===== config.mk =====
export PLATFORM = sky130hd
export DESIGN_NAME = pci_sparse_xlate
export DESIGN_NICKNAME = d
export VERILOG_FILES = /design/src/rtl/pci_xlate_pkg.sv /design/src/rtl/pci_xlate_space_dec.sv /design/src/rtl/pci_xlate_lane_dec.sv /design/src/rtl/pci_xlate_hae_regs.sv /design/src/rtl/pci_xlate_rd_steer.sv /design/src/rtl/pci_sparse_xlate.sv
export SDC_FILE = /design/constraint.sdc
export NUM_CORES = 1
export LEC_CHECK = 0
export ABC_AREA = 1
export BUFFER_PORTS_ARGS = -buffer_cell sky130_fd_sc_hd__buf_4
export CAP_MARGIN = 30
export CORE_UTILIZATION = 45
export DETAILED_ROUTE_END_ITERATION = 6
export PLACE_DENSITY = 0.81
export SYNTH_ARGS = -nofsm -noshare
export SYNTH_HDL_FRONTEND = slang
export SYNTH_SLANG_ARGS = --single-unit

===== constraint.sdc =====
create_clock -name clk_i -period 1.15 [get_ports clk_i]
set_input_delay 0.0575 -clock clk_i [delete_from_list [all_inputs] [get_ports clk_i]]
set_output_delay 0.0575 -clock clk_i [all_outputs]
set_load 0.03 [all_outputs]

===== src/rtl/pci_xlate_pkg.sv =====
package pci_xlate_pkg;
  localparam int PA_W      = 40;
  localparam int PCI_W     = 32;
  localparam int HOSE_W    = 2;
  localparam int BE_W      = PCI_W / 8;
  localparam int LANE_W    = $clog2(BE_W);
  localparam int HAE_MEM_W = 3;
  localparam int HAE_IO_W  = 7;
  localparam int CSR_OFF_W = 12;
  localparam int SPARSE_SH = 7;

  localparam logic [CSR_OFF_W-1:0] CSR_HAE_MEM = 12'h400;
  localparam logic [CSR_OFF_W-1:0] CSR_HAE_IO  = 12'h440;

  typedef enum logic [2:0] {
    SP_SPARSE = 3'd0,
    SP_DENSE  = 3'd1,
    SP_IO     = 3'd2,
    SP_CFG    = 3'd3,
    SP_CSR    = 3'd4
  } space_e;

  typedef enum logic [1:0] {
    LEN_BYTE = 2'b00,
    LEN_WORD = 2'b01,
    LEN_TRI  = 2'b10,
    LEN_LONG = 2'b11
  } len_e;
endpackage


===== src/rtl/pci_xlate_space_dec.sv =====
module pci_xlate_space_dec
  import pci_xlate_pkg::*;
(
  input  logic [PA_W-1:0]   addr_i,
  output logic              hit_o,
  output space_e            space_o,
  output logic [HOSE_W-1:0] hose_o
);
  logic window_ok;

  assign window_ok = &addr_i[PA_W-1:35];
  assign hose_o    = addr_i[34:33];

  always_comb begin
    hit_o   = window_ok;
    space_o = SP_SPARSE;
    if (!addr_i[32])       space_o = SP_SPARSE;
    else if (!addr_i[31])  space_o = SP_DENSE;
    else if (!addr_i[30])  space_o = SP_IO;
    else if (!addr_i[29])  space_o = SP_CFG;
    else                   space_o = SP_CSR;
  end
endmodule


===== src/rtl/pci_xlate_lane_dec.sv =====
module pci_xlate_lane_dec
  import pci_xlate_pkg::*;
(
  input  logic [1:0]        len_i,
  input  logic [LANE_W-1:0] off_i,
  output logic [BE_W-1:0]   be_n_o,
  output logic              ok_o
);
  always_comb begin
    be_n_o = '1;
    ok_o   = 1'b1;
    unique case (len_e'(len_i))
      LEN_BYTE: be_n_o = ~(BE_W'(1) << off_i);
      LEN_WORD: begin
        if (off_i == 2'd0)      be_n_o = 4'b1100;
        else if (off_i == 2'd2) be_n_o = 4'b0011;
        else                    ok_o   = 1'b0;
      end
      LEN_TRI: begin
        if (off_i == 2'd0)      be_n_o = 4'b1000;
        else if (off_i == 2'd1) be_n_o = 4'b0001;
        else                    ok_o   = 1'b0;
      end
      LEN_LONG: begin
        if (off_i == 2'd2)      be_n_o = 4'b0000;
        else                    ok_o   = 1'b0;
      end
      default: ok_o = 1'b0;
    endcase
  end
endmodule


===== src/rtl/pci_xlate_hae_regs.sv =====
module pci_xlate_hae_regs
  import pci_xlate_pkg::*;
(
  input  logic                 clk_i,
  input  logic                 rst_ni,
  input  logic                 we_i,
  input  logic [CSR_OFF_W-1:0] off_i,
  input  logic [PCI_W-1:0]     wdata_i,
  output logic [HAE_MEM_W-1:0] hae_mem_o,
  output logic [HAE_IO_W-1:0]  hae_io_o
);
  logic [PCI_W-HAE_IO_W-1:0] unused_wdata;
  assign unused_wdata = wdata_i[PCI_W-HAE_IO_W-1:0];

  always_ff @(posedge clk_i or negedge rst_ni) begin
    if (!rst_ni) begin
      hae_mem_o <= '0;
      hae_io_o  <= '0;
    end else if (we_i) begin
      if (off_i == CSR_HAE_MEM) hae_mem_o <= wdata_i[PCI_W-1 -: HAE_MEM_W];
      if (off_i == CSR_HAE_IO)  hae_io_o  <= wdata_i[PCI_W-1 -: HAE_IO_W];
    end
  end
endmodule


===== src/rtl/pci_xlate_rd_steer.sv =====
module pci_xlate_rd_steer #(
  parameter int DATA_W = 32,
  localparam int NB    = DATA_W / 8,
  localparam int SEL_W = $clog2(NB)
) (
  input  logic [DATA_W-1:0] lane_i,
  input  logic [SEL_W-1:0]  off_i,
  input  logic [SEL_W-1:0]  len_i,
  output logic [DATA_W-1:0] data_o
);
  logic [DATA_W-1:0] shifted;
  assign shifted = lane_i >> {off_i, 3'b000};

  for (genvar i = 0; i < NB; i++) begin : g_lane
    localparam logic [SEL_W-1:0] LI = SEL_W'(i);
    assign data_o[8*i +: 8] = (LI <= len_i) ? shifted[8*i +: 8] : 8'h00;
  end
endmodule


===== src/rtl/pci_sparse_xlate.sv =====
module pci_sparse_xlate
  import pci_xlate_pkg::*;
(
  input  logic                 clk_i,
  input  logic                 rst_ni,
  input  logic                 req_valid_i,
  input  logic [PA_W-1:0]      req_addr_i,
  input  logic                 csr_we_i,
  input  logic [CSR_OFF_W-1:0] csr_off_i,
  input  logic [PCI_W-1:0]     csr_wdata_i,
  input  logic [PCI_W-1:0]     rd_lane_i,
  input  logic [LANE_W-1:0]    rd_off_i,
  input  logic [LANE_W-1:0]    rd_len_i,
  output logic                 cyc_valid_o,
  output logic [2:0]           cyc_space_o,
  output logic [HOSE_W-1:0]    cyc_hose_o,
  output logic [PCI_W-1:0]     cyc_addr_o,
  output logic [BE_W-1:0]      cyc_be_n_o,
  output logic                 dec_err_o,
  output logic [PCI_W-1:0]     rd_data_o
);
  logic                 hit;
  space_e               space;
  logic [HOSE_W-1:0]    hose;
  logic [BE_W-1:0]      lane_be_n;
  logic                 lane_ok;
  logic [HAE_MEM_W-1:0] hae_mem;
  logic [HAE_IO_W-1:0]  hae_io;
  logic                 sparse_kind;
  logic                 legal;
  logic [PCI_W-1:0]     pci_addr_d;
  logic [BE_W-1:0]      be_n_d;
  logic [2:0]           unused_addr;

  assign unused_addr = req_addr_i[2:0];

  pci_xlate_space_dec u_space (
    .addr_i  (req_addr_i),
    .hit_o   (hit),
    .space_o (space),
    .hose_o  (hose)
  );

  pci_xlate_lane_dec u_lane (
    .len_i  (req_addr_i[4:3]),
    .off_i  (req_addr_i[6:5]),
    .be_n_o (lane_be_n),
    .ok_o   (lane_ok)
  );

  pci_xlate_hae_regs u_hae (
    .clk_i     (clk_i),
    .rst_ni    (rst_ni),
    .we_i      (csr_we_i),
    .off_i     (csr_off_i),
    .wdata_i   (csr_wdata_i),
    .hae_mem_o (hae_mem),
    .hae_io_o  (hae_io)
  );

  pci_xlate_rd_steer #(.DATA_W(PCI_W)) u_steer (
    .lane_i (rd_lane_i),
    .off_i  (rd_off_i),
    .len_i  (rd_len_i),
    .data_o (rd_data_o)
  );

  assign sparse_kind = (space == SP_SPARSE) || (space == SP_IO);
  assign legal       = hit && (!sparse_kind || lane_ok);

  always_comb begin
    be_n_d = sparse_kind ? lane_be_n : '0;
    unique case (space)
      SP_SPARSE: pci_addr_d = {hae_mem, req_addr_i[33:SPARSE_SH], 2'b00};
      SP_IO:     pci_addr_d = {hae_io, req_addr_i[29:SPARSE_SH], 2'b00};
      SP_DENSE:  pci_addr_d = req_addr_i[PCI_W-1:0];
      default:   pci_addr_d = {3'b000, req_addr_i[28:0]};
    endcase
  end

  always_ff @(posedge clk_i or negedge rst_ni) begin
    if (!rst_ni) begin
      cyc_valid_o <= 1'b0;
      dec_err_o   <= 1'b0;
      cyc_space_o <= '0;
      cyc_hose_o  <= '0;
      cyc_addr_o  <= '0;
      cyc_be_n_o  <= '0;
    end else begin
      cyc_valid_o <= req_valid_i && legal;
      dec_err_o   <= req_valid_i && !legal;
      if (req_valid_i && legal) begin
        cyc_space_o <= space;
        cyc_hose_o  <= hose;
        cyc_addr_o  <= pci_addr_d;
        cyc_be_n_o  <= be_n_d;
      end
    end
  end
endmodule


# ---- After elaboration in Yosys (flattened, before gate mapping)
# Index checks and enable logic that the tools add are counted.
# Widths: inputs -> output; s select.
dict set report word_totals {
  elab_cells 58
  reg_bits 53
  out_inout_bits 75
}
dict set report classes {
  eq_ne 9
  n_reduce_logical 13
  bitwise 1
  order_cmp 4
  shift 2
  mux 21
}
# operator count
set op_table {}
lappend op_table {{$pmux 32 s3} 1}
lappend op_table {{$mux 8} 4}
lappend op_table {{$shr 32x5->32} 1}
lappend op_table {{$eq 12x11->1 const B} 2}
lappend op_table {{$mux 4} 6}
lappend op_table {{$pmux 4 s4} 1}
lappend op_table {{$mux 3} 4}
lappend op_table {{$eq 2x2->1 const B} 3}
lappend op_table {{$reduce_and 5->1} 1}
lappend op_table {{$eq 2x1->1 const B} 2}
lappend op_table {{$le 1x2->1 const A} 2}
lappend op_table {{$le 2x2->1 const A} 2}
lappend op_table {{$logic_not 2->1} 2}
lappend op_table {{$mux 1} 4}
lappend op_table {{$not 4->4} 1}
lappend op_table {{$reduce_and 2->1} 2}
lappend op_table {{$shl 1x2->4 const A} 1}
lappend op_table {{$eq 3x1->1 const B} 1}
lappend op_table {{$eq 3x2->1 const B} 1}
lappend op_table {{$logic_and 1x1->1} 3}
lappend op_table {{$logic_not 3->1} 1}
lappend op_table {{$pmux 1 s3} 1}
lappend op_table {{$logic_not 1->1} 2}
lappend op_table {{$logic_or 1x1->1} 2}

# ---- Longest topological paths before layout
dict set report logic_depth {
  depth_word 11
  ltp_mapped 11
  mapped_depth_nobuf 10
}

# ---- Hierarchy
# Synthesis repeated with hierarchy kept, for this count alone.
dict set report unflattened {
  hier_cells 597
  area_unflattened_um2 3723.6
}
# mod area_each_um2 cells_per_inst n_inst seq_area_each_um2
set modules_own_cells {}
lappend modules_own_cells {pci_sparse_xlate 2154.6 299 1 1076.0}
lappend modules_own_cells {pci_xlate_rd_steer 829.5 191 1 0.0}
lappend modules_own_cells {pci_xlate_hae_regs 496.7 58 1 250.2}
lappend modules_own_cells {pci_xlate_lane_dec 182.7 36 1 0.0}
lappend modules_own_cells {pci_xlate_space_dec 60.1 13 1 0.0}

# ---- Worst setup path before layout
# OpenSTA, ideal clock, no wires.
dict set report synth_timing {
  path_kind {input-to-reg}
  from {in req_addr_i[3]}
  to {reg cyc_addr_o[28]}
  setup_time_ps 118
  path_stages 9
  n_path_buf 1
  slack_ps -30
  arrival_ps 1062
  path_cell_list {inv_1 ha_1 inv_1 nand2_1 nor2_1 nor2_4 buf_4 nand3_1 nand2_1}
}
dict set report synth_between {
  elab_chain_len 5
}
# item line
set synth_lines {}
lappend synth_lines {{start, declared} pci_sparse_xlate.sv:7} ;# input logic [PA_W-1:0] req_addr_i,
lappend synth_lines {{$eq 2x2->1 or $eq 2x1->1 (tied branches)} pci_xlate_lane_dec.sv:12} ;# unique case (len_e'(len_i))
lappend synth_lines {{$pmux 1 s3 (*)} pci_xlate_lane_dec.sv:12}
lappend synth_lines {{$logic_or 1x1->1 (*)} pci_sparse_xlate.sv:69} ;# assign legal = hit && (!sparse_kind || lane_ok);
lappend synth_lines {{$logic_and 1x1->1 (*)} pci_sparse_xlate.sv:69}
lappend synth_lines {{$logic_and 1x1->1 (*)} pci_sparse_xlate.sv:92} ;# if (req_valid_i && legal) begin
lappend synth_lines {{end signal, assigned} pci_sparse_xlate.sv:95} ;# cyc_addr_o <= pci_addr_d;
lappend synth_lines {{end, declared} pci_sparse_xlate.sv:17} ;# output logic [PCI_W-1:0] cyc_addr_o,
# Mark *: on every way between the ends. The rest lies on a longest branch, timed or not.
# A chain may end at the register's enable or synchronous reset.

# ---- Worst setup path after layout
dict set report layout_timing {
  from {in req_addr_i[3]}
  to {reg cyc_addr_o[7]}
}
# Same word-level chain as after synthesis.

==> flow_metrics.env <==
export IMPL_status="finished, violations left"
export IMPL_violations="setup timing"
export IMPL_grt_busiest_layer="met2"
export IMPL_cp_common_cell="nand2_2"
export IMPL_path_class="primary input to flop"
export IMPL_clockRootBuffer="clkbuf_8"
export IMPL_avgViaCountPerCell=5.254
export IMPL_endpoint_kind="flop"
export IMPL_maxSlewHeadroom_pct=68.42
export IMPL_core_area_sq_um=7331
export IMPL_path_delay_family="simple AND/OR/NAND/NOR gates"
export IMPL_syn_cell_area_sq_um=3443
export IMPL_grt_overflow=0
export IMPL_min_path_type="primary input to flop"
export IMPL_instances_no_fill=796
export IMPL_ys_seq_elements=53
export IMPL_layout_setup_ws_ps=-8.292
export IMPL_rrSetupSlack_ps=280
export IMPL_rows=31
export IMPL_period_share_pct=100.7
export IMPL_grt_pass1_vias=3592
export IMPL_drc=0
export IMPL_ios=199
export IMPL_synthCells=510
export IMPL_cts_max_path_buffers=2
export IMPL_syn2layout_area_growth_pct=52.73
export IMPL_worstPathCellList="buf_4, inv_6, ha_4, inv_1, nand2_2, nand3_4, nand2_2, nor2_2, nor2_4, buf_12, buf_6, nand3_1, nand2_1"
export IMPL_total_power_mw=5.489
export IMPL_max_cap_violations=0
export IMPL_setup_viol=1
export IMPL_finalMaxSlewViolations=0
export IMPL_dp_final_hpwl_mm=7.973
export IMPL_ys_warnings_count=0
export IMPL_use_met1_pct=31.48
export IMPL_wl_per_cell_microns=13.85
export IMPL_start_util_pct=46.97
export IMPL_clock_sinks=53
export IMPL_use_met2_pct=44.76
export IMPL_dieArea_sq_um=8006
export IMPL_cts_buffers=5
export IMPL_clk_pin_slew_ps=90
export IMPL_grt_pass1_wl_mm=15.95
export IMPL_diodes=0
export IMPL_track_usage_pct=25.56
export IMPL_n_fill_cell=591
export IMPL_clkLatencyLatePin_ps=300
export IMPL_nets=825
export IMPL_powerDensity_nw_per_um2=1044
export IMPL_max_vdd_ir_drop_mv=0.4826
export IMPL_crit_fanout=8
export IMPL_die_h_microns=89.48
export IMPL_cpPeakStageDelay_ps=160
export IMPL_avgSynthCellArea_sq_um=6.752
export IMPL_hold_viol=0
export IMPL_final_layout_size_suffix_gt1_share_pct=34.00
export IMPL_place_inst=780
export IMPL_fmax_mhz=863.3
export IMPL_worst_setup_path_start_kind="primary input"
export IMPL_first_pass_iters=5
export IMPL_met3_usage_pct=5.355
export IMPL_synth_yosys_seq_area_share_pct=38.52
export IMPL_syn_nets=638
export IMPL_cts_tree="built"
export IMPL_die_x_microns=89.48
export IMPL_period_minus_slack_ps=1158
export IMPL_finClkSkew_ps=7.192
export IMPL_placed_area_sq_um=4975
export IMPL_antenna_left=0
export IMPL_cp_required_ps=1390
export IMPL_ys_types=28
export IMPL_antenna_found_initial=0
export IMPL_gp_congestion=0.8729
export IMPL_design_area_sq_um=5259
export IMPL_grt_max_degree=36
export IMPL_crit_buf_inv=5
export IMPL_max_slew_worst_pin_slew_ps=473.0
export IMPL_io_buffers=173
export IMPL_drt_initial_drc_count=178
export IMPL_num_vias=4182
export IMPL_p_leak_nw=2.945
export IMPL_routed_wirelength_mm=11.03
export IMPL_worstPathArrival_ps=1400
export IMPL_htree_num_levels=2
export IMPL_crit_slowest_cell="nor2_4"
## cell families (layout without fill, tap and decap cells)
family                   count (synthesis)  after routing  share of synthesized area, %
AND/OR/NAND/NOR                        325            325                         39.68
AO/OA/AOI/OAI                           66             66                         10.90
buffers and inverters                   62            249                         9.448
flip-flops                              53             53                         38.52
adder cells (fa/ha/maj)                  4              4                         1.454
## placed cells by master, fill, tap and decap left out, types with 3 or more instances in the layout
cell type / count
clkbuf_16: 3
dfrtp_1: 53
inv_2: 3
clkbuf_8: 6
buf_6: 3
a31oi_2: 3
nand3_1: 47
a31oi_1: 5
nand3b_1: 4
buf_4: 195
dlygate4sd3_1: 3
a21oi_1: 12
buf_12: 6
nor3_1: 11
o21ai_0: 35
inv_1: 27
a22oi_1: 4
nor2_1: 23
nand2_1: 228
a22oi_2: 4
## registers in the layout (all words and copies together) (netlist names)
register         count
cyc_addr_o          32
u_hae.hae_io_o       7
cyc_be_n_o           4
cyc_space_o          3
u_hae.hae_mem_o      3
cyc_hose_o           2
cyc_valid_o          1
dec_err_o            1
## worst reg2reg max path, cell delays in order (launching register included)
cell     delay [ps]
dfrtp_1         400
a21oi_1         140
o21ai_0          80
nand3_1          80
nand2_1          60
## routing by layer
| metal | part of all wire [%] | up-vias |
|---|---|---|
| li1 | - | 2015 |
| met1 | 39 | 1939 |
| met2 | 51 | 199 |
| met3 | 7.5 | 29 |
| met4 | 2.6 | 0 |
| met5 | 0 | - |
## what timing repair did
| action | CTS | global route |
|---|---|---|
| setup buffers | 0 | 1 |
| setup endpoints to repair | 0 | 32 |
| hold buffers | 2 | 1 |
| endpoints found under the hold margin | 54 | 1 |
| gates resized for setup | 0 | 11 |
## synthesized netlist by cell type, drive strengths merged
cell type    n  area [sq um]
clkbuf       7         26.28
nand2      230         863.3
a22oi        8         60.06
clkinv       1         3.750
o21ai       37         196.4
nand4        3         33.78
nor2        25         101.4
a22o         1         8.760
inv         31         116.4
buf         23         178.9
ha           4         50.05
a21oi       12         60.06
or2          2         12.51
nor3        11         55.05
dfrtp       53          1326
nand3b       4         30.03
nor3b        1         7.510
a31oi        8         50.05
nand3       49         262.8
## report_power, final
part / leakage (nW) / switching [mW] / internal (mW)
combinational: 2.19 / 1.31 / 0.893
sequential: 0.714 / 0.139 / 2.08
clock: 0.0433 / 0.593 / 0.477
## area by class of cell
class | instances | area (sq um) | share of cell area, %
clock buffers | 6 | 82.58 | 1.570
clock inverters | 1 | 7.507 | 0.1428
inverters | 32 | 125.1 | 2.379
multi-input cells | 395 | 1871 | 35.57
flip-flops and latches | 53 | 1326 | 25.22
well taps | 99 | 123.9 | 2.355
repair buffers | 210 | 1723 | 32.76
## final timing paths
path                                    from                end  cells after the start
setup / recovery               req_addr_i[3]      cyc_addr_o[7]                     13
hold / removal               csr_wdata_i[27]  u_hae.hae_io_o[2]                      3
setup reg to reg           u_hae.hae_io_o[1]     cyc_addr_o[26]                      4
hold reg to reg               cyc_addr_o[18]     cyc_addr_o[18]                      2
max in group asynchronous             rst_ni     cyc_space_o[1]                      3
min in group asynchronous             rst_ni     cyc_addr_o[18]                      2
## through the flow
stage	setup TNS (ps)	util, %	hold slack, ps	worst slack (ps)
after floorplan	-157.9	-	-238.1	-18.13
after global placement	-5038	67.86	-22.17	-131.0
after detailed placement	-9347	67.86	-21.73	-241.0
after CTS	0	69.36	7.837	68.75
after global routing	-124.3	71.74	11.29	-16.76
final	-8.292	71.74	8.690	-8.292
Power figures use the tool's default switching activity.
